## src/rtl/lock_window_detect.sv

```systemverilog
module lock_window_detect #(
  parameter int NLOOP = 2,
  parameter int WIN_W = 8,
  parameter int CNT_W = 16,
  parameter logic [WIN_W-1:0] DEF_WIN = 8'd4,
  parameter logic [CNT_W-1:0] DEF_LOCK = 16'd8,
  localparam int LW = (NLOOP > 1) ? $clog2(NLOOP) : 1
) (
  input  logic             clk,
  input  logic             rst,
  input  logic [NLOOP-1:0] ref_in,
  input  logic [NLOOP-1:0] fb_in,
  input  logic             cfg_we,
  input  logic [LW-1:0]    cfg_loop,
  input  logic             cfg_sel,
  input  logic [CNT_W-1:0] cfg_wdata,
  output logic [NLOOP-1:0] locked,
  output logic [NLOOP-1:0] lock_pulse,
  output logic [NLOOP-1:0] in_win_stb
);

  logic [NLOOP-1:0][CNT_W-1:0] run_q;
  logic [NLOOP-1:0][CNT_W-1:0] lck_q;

  for (genvar i = 0; i < NLOOP; i++) begin : g_loop
    logic [2:0] rs, fs;
    logic pr, pf, lk, inw, lp;
    logic [WIN_W-1:0] age, win;
    logic [CNT_W-1:0] run, lck;

    wire rr = rs[1] & ~rs[2];
    wire fr = fs[1] & ~fs[2];
    wire idle = ~pr & ~pf;
    wire pair = (pr & fr) | (pf & rr) | (idle & rr & fr);
    wire dup = (pr & rr & ~fr) | (pf & fr & ~rr);
    wire [WIN_W:0] sep = (idle & rr & fr) ? '0 : {1'b0, age} + 1'b1;
    wire hit = pair & (sep <= {1'b0, win});
    wire miss = (pair & ~hit) | dup;
    wire wr_me = cfg_we & (cfg_loop == LW'(i));
    wire [CNT_W-1:0] run_n = (run >= lck) ? lck : run + 1'b1;
    wire reach = run_n >= lck;

    always_ff @(posedge clk) begin
      if (rst) begin
        rs <= '0; fs <= '0;
        pr <= 1'b0; pf <= 1'b0; age <= '0;
        run <= '0; lk <= 1'b0; inw <= 1'b0; lp <= 1'b0;
        win <= DEF_WIN; lck <= DEF_LOCK;
      end else begin
        rs <= {rs[1:0], ref_in[i]};
        fs <= {fs[1:0], fb_in[i]};
        if (pr) begin
          if (rr) age <= '0;
          else if (fr) pr <= 1'b0;
          else if (~&age) age <= age + 1'b1;
        end else if (pf) begin
          if (fr) age <= '0;
          else if (rr) pf <= 1'b0;
          else if (~&age) age <= age + 1'b1;
        end else if (rr & ~fr) begin
          pr <= 1'b1; age <= '0;
        end else if (fr & ~rr) begin
          pf <= 1'b1; age <= '0;
        end
        inw <= hit;
        lp <= 1'b0;
        if (wr_me) begin
          if (cfg_sel) lck <= cfg_wdata;
          else win <= cfg_wdata[WIN_W-1:0];
          run <= '0; lk <= 1'b0;
        end else if (hit) begin
          run <= run_n; lk <= reach; lp <= ~lk & reach;
        end else if (miss) begin
          run <= '0; lk <= 1'b0;
        end
      end
    end

    assign locked[i] = lk;
    assign lock_pulse[i] = lp;
    assign in_win_stb[i] = inw;
    assign run_q[i] = run;
    assign lck_q[i] = lck;
  end

endmodule


```

## config.mk

```make
export PLATFORM = sky130hd
export DESIGN_NAME = lock_window_detect
export DESIGN_NICKNAME = d
export VERILOG_FILES = /design/src/rtl/lock_window_detect.sv
export SDC_FILE = /design/constraint.sdc
export NUM_CORES = 1
export LEC_CHECK = 0
export ABC_AREA = 1
export BUFFER_PORTS_ARGS = -buffer_cell sky130_fd_sc_hd__buf_4
export CORE_MARGIN = 8
export CORE_UTILIZATION = 55
export DETAILED_ROUTE_END_ITERATION = 7
export GPL_TIMING_DRIVEN = 1
export PLACE_DENSITY = 0.72
export SETUP_SLACK_MARGIN = 0.5
export SYNTH_ARGS = -nofsm -noshare
export SYNTH_HDL_FRONTEND = slang
export SYNTH_SLANG_ARGS = --single-unit
```

## constraint.sdc

```tcl
create_clock -name clk -period 3.3 [get_ports clk]
set_clock_uncertainty 0.1 [all_clocks]
set_input_delay 0 -clock clk [delete_from_list [all_inputs] [get_ports clk]]
set_output_delay 0 -clock clk [all_outputs]
set_load 0.01 [all_outputs]
```

After elaboration in Yosys (flattened, before gate mapping)
Cells that the tools add are included.
- logic and storage cells: 164
- output and inout bits: 6
- bits of input ports: 25
- register bits after elaboration: 118
- mux-type cells: 50
- reductions and logical operators: 16
- $add $sub $neg: 6
- bitwise operators: 60
- equality and inequality tests: 4
- magnitude comparators: 6
- operators with widths (kind ; number):
    8-bit 2-to-1 mux ; 18
    16-bit 2-to-1 mux ; 6
    16-bit >= comparator ; 4
    1-bit AND ; 34
    16-bit by 1-bit adder with 16-bit output (second input constant) ; 2
    1-bit 2-to-1 mux ; 24
    8-bit by 1-bit adder with 9-bit output (second input constant) ; 2
    9-bit by 8-bit <= comparator with 1-bit output ; 2
    9-bit 2-to-1 mux ; 2
    1-bit inverter ; 18
    8-bit by 1-bit adder with 8-bit output (second input constant) ; 2
    8-bit AND reduction ; 2
    4-bit by 3-bit != test with 1-bit output (second input constant) ; 2
    1-bit OR ; 8
    2-bit AND reduction ; 4
    4-bit nonzero test ; 2
    3-bit != test (second input constant) ; 2
    3-bit AND reduction ; 2
    3-bit OR reduction ; 2
    2-bit nonzero test ; 2
    2-bit OR reduction ; 2

Longest topological paths before layout
Gate-level depths: netlist of run 1.
- word-level depth: 12
- gate-level depth with buffers: 25
- mapped depth without buffers: 25

Worst setup path after synthesis of run 1
OpenSTA, ideal clock, no wires.
- path kind: register -> register
- start point: reg g_loop[1].run[0]
- end point: reg g_loop[1].lk
- period minus slack after synthesis: 2.753 ns
- data arrival time: 2.511 ns
- cell stages (with the launch flop): 20
- buffers on the path: 1
- slack: 0.547 ns
- setup time: 0.142 ns
- required time: 3.058 ns
- cells stage by stage: dfxtp_1 -> inv_1 -> ha_1 -> nand2_1 -> nor2_1 -> and2_1 -> nor2_1 -> nand3_1 -> nand2_1 -> buf_2 -> nand3_1 -> and2_1 -> ha_1 -> a21oi_1 -> o21ai_0 -> o21bai_1 -> nand2_1 -> nand3_1 -> nand2_2 -> a21oi_2
- cells in the longest elaborated chain, start to end: 4
- elaborated cells between the ends (all ways): 5
- those cells by class: 1 x add/sub; 2 x order compare; 2 x mux
- ends and longest elaborated chain (item ; RTL line ; text):
    start, declared ; 29 ; logic [CNT_W-1:0] run, lck;
    start signal, assigned ; 72 ; run <= run_n; lk <= reach; lp <= ~lk & reach;
    16-bit by 1-bit adder with 16-bit output / 16-bit >= comparator (equally long branches) ; 40 ; wire [CNT_W-1:0] run_n = (run >= lck) ? lck : run + 1'b1;
    16-bit 2-to-1 mux (*) ; 40 ;
    16-bit >= comparator (*) ; 41 ; wire reach = run_n >= lck;
    1-bit 2-to-1 mux (*) ; 71 ; end else if (hit) begin
    end signal, assigned ; 72 ;
    end, declared ; 27 ; logic pr, pf, lk, inw, lp;
Mark *: on every way between the ends. The rest lies on a longest branch, timed or not.
A chain may end at the register's enable or synchronous reset.

Final worst setup path of run 1
- start point: reg g_loop[1].run[3]
- end point: reg g_loop[1].lk
Same word-level chain as after synthesis.

==> metrics.txt, run 1 <==
clk_lat worst skew around 0.44 ns; I/O pins 31; TNS Setup 0 ns; Setup crit end kind flip-flop; CTS Buf Count 17; Pins Over Slew Limit 0; all-layer global routing usage approximately a quarter; clk root buf clkbuf_16; DP HPWL 13800 um; Initial Utilization about 56%; HP Class in2reg; status complete, no violations; Synth Warn # 0; peak supply drop 0.456 mV; compound-cell area share of the yosys netlist 15.3%; initial antenna violation count 0; ys flop type dfxtp_1; GR Overflow Total 0; Clock Path Buffers 2; routed len/inst 17.5 um; unrepaired setup endpoints after global routing yes; P_leak 4.95 nW; relative slew slack 32.3%; Seq/Total Area, Yosys 29.2%; Crit-path slowest cell dfxtp_2; Layout area overhead 38.7%; first-pass GRT wire length 38300 um; slowest stage delay, CP 0.40 ns; ys async rst share 0%; Layout Nets between 1000 and 1500; vias in the first global route between 8000 and 9000; largest family of logic cells by synthesized area simple AND/OR/NAND/NOR gates; Gate Count Post-Synth 1146; DR pass1 iterations 6; Die Wd 137 um; Syn Std Cell Area 0.00808 mm^2; Post-Synth Adder-Cell Area 13.9%; syn_nets around 1300; cell area power density a little under 400 mW/mm^2; detailed router's first-iteration violation count around 750; Setup WS post-layout ~0.27 ns; share of cells above drive strength 1 between 30 and 40%; depth of the CTS H-tree 4; clk slew on worst S/H paths around 0.06 ns; crit path time final 3.03 ns; FP Rows 44; Post-Synth Simple-Gate Area 28.9%; Antenna Cells 0; Synth Register Bits 118; Slew @ Worst Pin 1.01 ns; WP data required approximately 3.5 ns; CP startpoint kind flip-flop; die area 0.0188 mm^2; Routed WL 25800 um; Synth Area in XOR/XNOR under 10%; Fmax 0.330 GHz; Antenna Nets Post-Route 0; TritonCTS clock tree built; largest net degree at the start of global routing 35; max-cap violations 0; area leader, netlist dfxtp_1; worst-path cell chain ha_4, nand2_2, nor2_1, and2_4, nor2_1, nand3_1, nand2_4, buf_6, nand3_1, nand2_1, inv_1, ha_1, a21oi_1, o21ai_0, a21oi_1, nand3_2, nand2_2, a21oi_2; final hold viol count 0; Vias/cell ~5.7; Core ar. 0.0144 mm^2; Port Buffers 30; Die Ht 137 um; Post-route DRC 0; vias around 8400; top area cells in the synthesized netlist dfxtp_1, ha_1, nand2_1; final-report setup violation count 0; top cell type's share of synthesized area roughly 29%; WS Path Type reg2reg; syn_area_per_cell 7.05 um^2; mux cell area share after synthesis 0%; CP Max Fanout 5; Placement Setup Slack between 0.2 and 0.25 ns; Critical Path AT between 3 and 4 ns; Routability Congestion about 0.86; EDFF count, synth 0; Synth cell types 43; Sinks on Clock Net 118; period utilization 91.8%
[layout make-up]
class | instances | area, um^2
multi-input combinational | 838 | 5910
clock buffer | 21 | 470
timing repair buffer | 145 | 1380
sequential | 118 | 2430
tap | 184 | 230
fill | 957 | 3210
clock inverter | 11 | 196
inverter | 155 | 596
[flip-flops by register name (all words and copies together), names as in the netlist]
name / cells
g_loop.lp: 2
g_loop.age: 16
g_loop.lck: 32
g_loop.pr: 2
g_loop.lk: 2
g_loop.win: 16
g_loop.inw: 2
g_loop.rs: 6
g_loop.fs: 6
g_loop.pf: 2
g_loop.run: 32
[metrics by stage]
step	hold WS [ns]	area, um^2	cells	util, %	power [mW]
6_report	0.0299	11200	1472	77.7	4.46
5_1_grt	0.122	11200	1472	77.7	4.61
4_1_cts	0.00862	10500	1454	73.0	4.31
3_5_place_dp	0.112	8580	1355	59.5	2.06
3_3_place_gp	0.109	8580	1355	59.5	2.05
2_1_floorplan	0.00697	8080	1146	-	1.91
[layout by cell type, fill, tap and decap left out, types with 38 or more instances in the layout]
| cell type | n |
|---|---|
| dfxtp_2 | 39 |
| ha_1 | 49 |
| nor2_1 | 68 |
| nand3_1 | 59 |
| a21oi_1 | 98 |
| ha_4 | 40 |
| nand3_2 | 42 |
| nand2_1 | 234 |
| buf_4 | 87 |
| dfxtp_1 | 73 |
| inv_1 | 112 |
| o21ai_0 | 50 |
| a21oi_2 | 38 |
[final timing paths]
check,from,to,slack (ns),depth (start not counted)
min reg2reg,g_loop[1].rs[0]$_SDFF_PP0_,g_loop[1].rs[1]$_SDFF_PP0_,0.30,2
max,g_loop[1].run[3]$_SDFFE_PP0P_,g_loop[1].lk$_SDFFE_PP0P_,0.27,18
max reg2reg,g_loop[1].run[3]$_SDFFE_PP0P_,g_loop[1].lk$_SDFFE_PP0P_,0.27,18
min,cfg_loop,g_loop[1].win[0]$_SDFFE_PP0P_,0.03,5
[cells in the mapped netlist, drive strengths merged, types with 17 or more instances]
cell	count
xor2	23
nor2	80
a21oi	137
buf	18
nand2	269
clkbuf	17
o21ai	60
inv	153
and2	20
ha	90
nand3	107
dfxtp	118
[metal layers]
metal | vias to the layer above | routed length [um] | global-route usage, %
li1 | 3993 | - | -
met1 | 3917 | 10300 | 29.8
met2 | 426 | 12800 | 44.2
met3 | 96 | 1770 | 5.94
met4 | 0 | 950 | 9.17
met5 | - | 0 | 0
[logic make-up (layout without fill, tap and decap cells)]
logic type / count (synthesis) / after routing
adder cells (fa/ha/maj): 90 / 90
AND/OR/NAND/NOR: 502 / 502
flip-flops: 118 / 118
XOR/XNOR: 30 / 30
AO/OA/AOI/OAI: 216 / 216
buffers and inverters: 190 / 332
[report_power, final]
group / internal [mW] / switching, mW / total, mW
Clock: 1.40 / 0.722 / 2.12
Sequential: 1.47 / 0.0292 / 1.50
Combinational: 0.355 / 0.482 / 0.836
Total: 3.23 / 1.23 / 4.46
[timing repair]
| action | 4_1_cts | 5_1_grt |
|---|---|---|
| hold buffers | 35 | 0 |
| cloned | 4 | 0 |
| resized for setup | 144 | 133 |
| endpoints found under the hold margin | 76 | 0 |
| setup buffers | 28 | 18 |
| pin swaps | 33 | 48 |
| setup endpoints to repair | 6 | 38 |
[critical path: cells and delay by family (launching register included)]
family          cells  cell delay (ns)
flops               1             0.40
fa+ha+maj           2             0.54
simple gates       10             1.06
compound gates      4             0.55
buf+inv             2             0.20
No activity file was read; power rests on OpenSTA's default activity.
==> run 2: changes to the inputs <==
--- a/config.mk
+++ b/config.mk
@@ -8,10 +8,11 @@
 export ABC_AREA = 1
 export BUFFER_PORTS_ARGS = -buffer_cell sky130_fd_sc_hd__buf_4
 export CORE_MARGIN = 8
-export CORE_UTILIZATION = 55
+export CORE_UTILIZATION = 50
+export CTS_CLUSTER_SIZE = 8
 export DETAILED_ROUTE_END_ITERATION = 7
 export GPL_TIMING_DRIVEN = 1
-export PLACE_DENSITY = 0.72
+export PLACE_DENSITY = 0.67
 export SETUP_SLACK_MARGIN = 0.5
 export SYNTH_ARGS = -nofsm -noshare
 export SYNTH_HDL_FRONTEND = slang
==> run 2 against run 1 <==
Effect of this change: register-to-register slack better by 0.06 ns; sequential power about the same; clock power decreased by 13%; hold slack gained 0.0044 ns; first-iteration DRC count decreased by 29%; flip-flop and latch count unchanged; die area rose by 8.8%; final cell count increased by 2.0%; design area decreased by 0.23%.
==> metrics.txt, run 2 (synthesis gave the netlist of run 1 again) <==
Hold Path Stages 5 (unchanged); peak supply drop 0.517 mV (was 0.456 mV); TNS Setup 0 ns (unchanged); Regs by FF count g_loop.lck x32, g_loop.run x32 (unchanged); Overall Power 4.16 mW (was 4.46 mW); Cell Int Power 2.94 mW (was 3.23 mW); reg-to-reg startpoint g_loop[0].lck[14]$_SDFFE_PP0P_ (was g_loop[1].run[3]$_SDFFE_PP0P_); crit path time final 2.96 ns (was 3.03 ns); CP Max Fanout 7 (was 5); Psw 1.22 mW (was 1.23 mW); Comb power frac 19.6% (was 18.8%); reg-to-reg setup timing slack 0.34 ns (was 0.27 ns); most frequent cells in the layout nand2_1, inv_1, a21oi_1 (unchanged); initial antenna violation count 0 (unchanged); r2r endpoint g_loop[0].lk$_SDFFE_PP0P_ (was g_loop[1].lk$_SDFFE_PP0P_); final hold viol count 0 (unchanged); Routed WL 23100 um (was 25800 um); I/O pins 31 (unchanged); WP data required 3.47 ns (was 3.48 ns); status complete, no violations (unchanged); Die Ht 143 um (was 137 um); Setup crit end kind flip-flop (unchanged); clock power share 44.4% (was 47.6%); vias 8007 (was 8432); worst hold endpoint g_loop[1].win[0]$_SDFFE_PP0P_ (unchanged); Fmax 0.337 GHz (was 0.330 GHz); GR Overflow Total 0 (unchanged); max-cap violations 0 (unchanged); Port Buffers 30 (unchanged); CTS Buf Count 17 (unchanged); unrepaired setup endpoints after global routing yes (unchanged); Seq pwr share 36.0% (was 33.7%); P_leak 4.90 nW (was 4.95 nW); final-report setup violation count 0 (unchanged); Post-route DRC 0 (unchanged); Critical Path AT 3.13 ns (was 3.21 ns); clk_lat worst skew 0.42 ns (was 0.44 ns); period utilization 89.8% (was 91.8%); DR pass1 iterations 6 (unchanged); Worst Hold Launch cfg_loop (unchanged); Layout area overhead 38.4% (was 38.7%); die area 0.0205 mm^2 (was 0.0188 mm^2); CP startpoint kind flip-flop (unchanged); Antenna Cells 0 (unchanged); routed len/inst 15.4 um (was 17.5 um); Routability Congestion 0.892 (was 0.860); Layout Nets 1387 (was 1390); detailed router's first-iteration violation count 531 (was 753); Antenna Nets Post-Route 0 (unchanged); clk slew on worst S/H paths 0.06 ns (about the same); Slew @ Worst Pin 0.961 ns (was 1.01 ns); Reg2Reg Depth 19 (was 18); Initial Utilization 51.1% (was 56.0%); HP Class in2reg (unchanged); Vias/cell 5.33 (was 5.73); Pins Over Slew Limit 0 (unchanged); TritonCTS clock tree built (unchanged); Die Wd 143 um (was 137 um); largest net degree at the start of global routing 34 (was 35); Core ar. 0.0158 mm^2 (was 0.0144 mm^2); Sinks on Clock Net 118 (unchanged); depth of the CTS H-tree 4 (unchanged); vias in the first global route 7886 (was 8051); WS Path Type reg2reg (unchanged); all-layer global routing usage 22.8% (was 25.4%); relative slew slack 35.9% (was 32.3%); commonest non-fill, non-tap cell in the layout nand2_1 (unchanged); FP Rows 46 (was 44); DP HPWL 13900 um (was 13800 um); cell area power density 372 mW/mm^2 (was 398 mW/mm^2); Clock Path Buffers 2 (unchanged); first-pass GRT wire length 37500 um (was 38300 um); share of cells above drive strength 1 34.0% (about the same); clk root buf clkbuf_16 (unchanged); switch share 29.4% (was 27.6%)
## run 2: cell count changes in the layout (fill, tap and decap cells not counted), moves of 5 or more
cell,before,now
inv_1,112,119
nand3_1,59,54
dfxtp_1,73,80
inv_2,36,30
dfxtp_2,39,30
nand2_1,234,229
nand2_2,29,34
## run 2: final cells by class
cell class / count / area, um^2
flip-flops and latches: 118 / 2430
fillers: 1197 / 4640
multi-input cells: 839 / 6010
inverters: 155 / 593
repair buffers: 141 / 1310
well taps: 216 / 270
clock buffers: 17 / 425
clock inverters: 15 / 154
## run 2: timing repair
| action | in CTS | in global routing |
|---|---|---|
| gates resized for setup | 228 | 51 |
| setup endpoints to repair | 4 | 38 |
| cloned | 4 | 0 |
| buffers inserted | 36 | 5 |
| hold endpoints to repair | 76 | 0 |
| pin swaps | 73 | 36 |
| hold buffers | 34 | 0 |
## run 2: how the worst max path moves through the flow
stage	start	endpoint	slack, ns	cells past startpoint
5_1_grt	g_loop[0].lck[14]$_SDFFE_PP0P_	g_loop[0].lk$_SDFFE_PP0P_	0.17	19
6_report	g_loop[0].lck[14]$_SDFFE_PP0P_	g_loop[0].lk$_SDFFE_PP0P_	0.34	19
2_1_floorplan	g_loop[1].run[0]$_SDFFE_PP0P_	g_loop[1].lk$_SDFFE_PP0P_	0.55	19
3_3_place_gp	g_loop[1].run[3]$_SDFFE_PP0P_	g_loop[1].lk$_SDFFE_PP0P_	0.17	19
3_5_place_dp	g_loop[1].run[3]$_SDFFE_PP0P_	g_loop[1].lp$_SDFF_PP0_	0.13	19
4_1_cts	g_loop[1].lck[13]$_SDFFE_PP0P_	g_loop[1].lp$_SDFF_PP0_	0.47	17
## run 2: power groups by stage
stage	registers [mW]	clock network, mW	logic, mW
2_1_floorplan	1.52	0	0.393
3_3_place_gp	1.53	0	0.536
3_5_place_dp	1.53	0	0.543
4_1_cts	1.49	1.86	0.744
5_1_grt	1.50	1.94	0.900
6_report	1.50	1.85	0.814
## run 2: metal layers
metal | global-route usage (%) | wire length [um] | vias up
met1 | 26.6 | 9960 | 3734
met2 | 40.2 | 11600 | 216
li1 | - | - | 3994
met3 | 5.04 | 1020 | 63
met5 | 0 | 0 | -
met4 | 7.49 | 546 | 0
## run 2: metrics by stage
step	utilization (%)	worst slack, ns	hold WS [ns]	area [um^2]	cells
floorplan	-	0.547	0.00697	8080	1146
global placement	54.6	0.169	0.107	8640	1390
detailed placement	54.6	0.131	0.111	8640	1390
CTS	69.1	0.475	0.00112	10900	1496
global route	70.7	0.175	0.0618	11200	1501
finish	70.7	0.336	0.0343	11200	1501
## run 2: critical path: stages, from the launching register on
cell,delay [ns]
dfxtp_2,0.35
inv_4,0.05
ha_4,0.26
nand4_1,0.15
nor3_2,0.32
nand2_2,0.16
nand2_4,0.15
buf_6,0.15
buf_4,0.11
nand2_1,0.06
and2_4,0.16
ha_4,0.21
a21oi_2,0.12
o21ai_1,0.07
nand2_1,0.06
nand2_1,0.06
nand2_2,0.06
nand3_2,0.07
nand2_2,0.09
a21oi_2,0.05
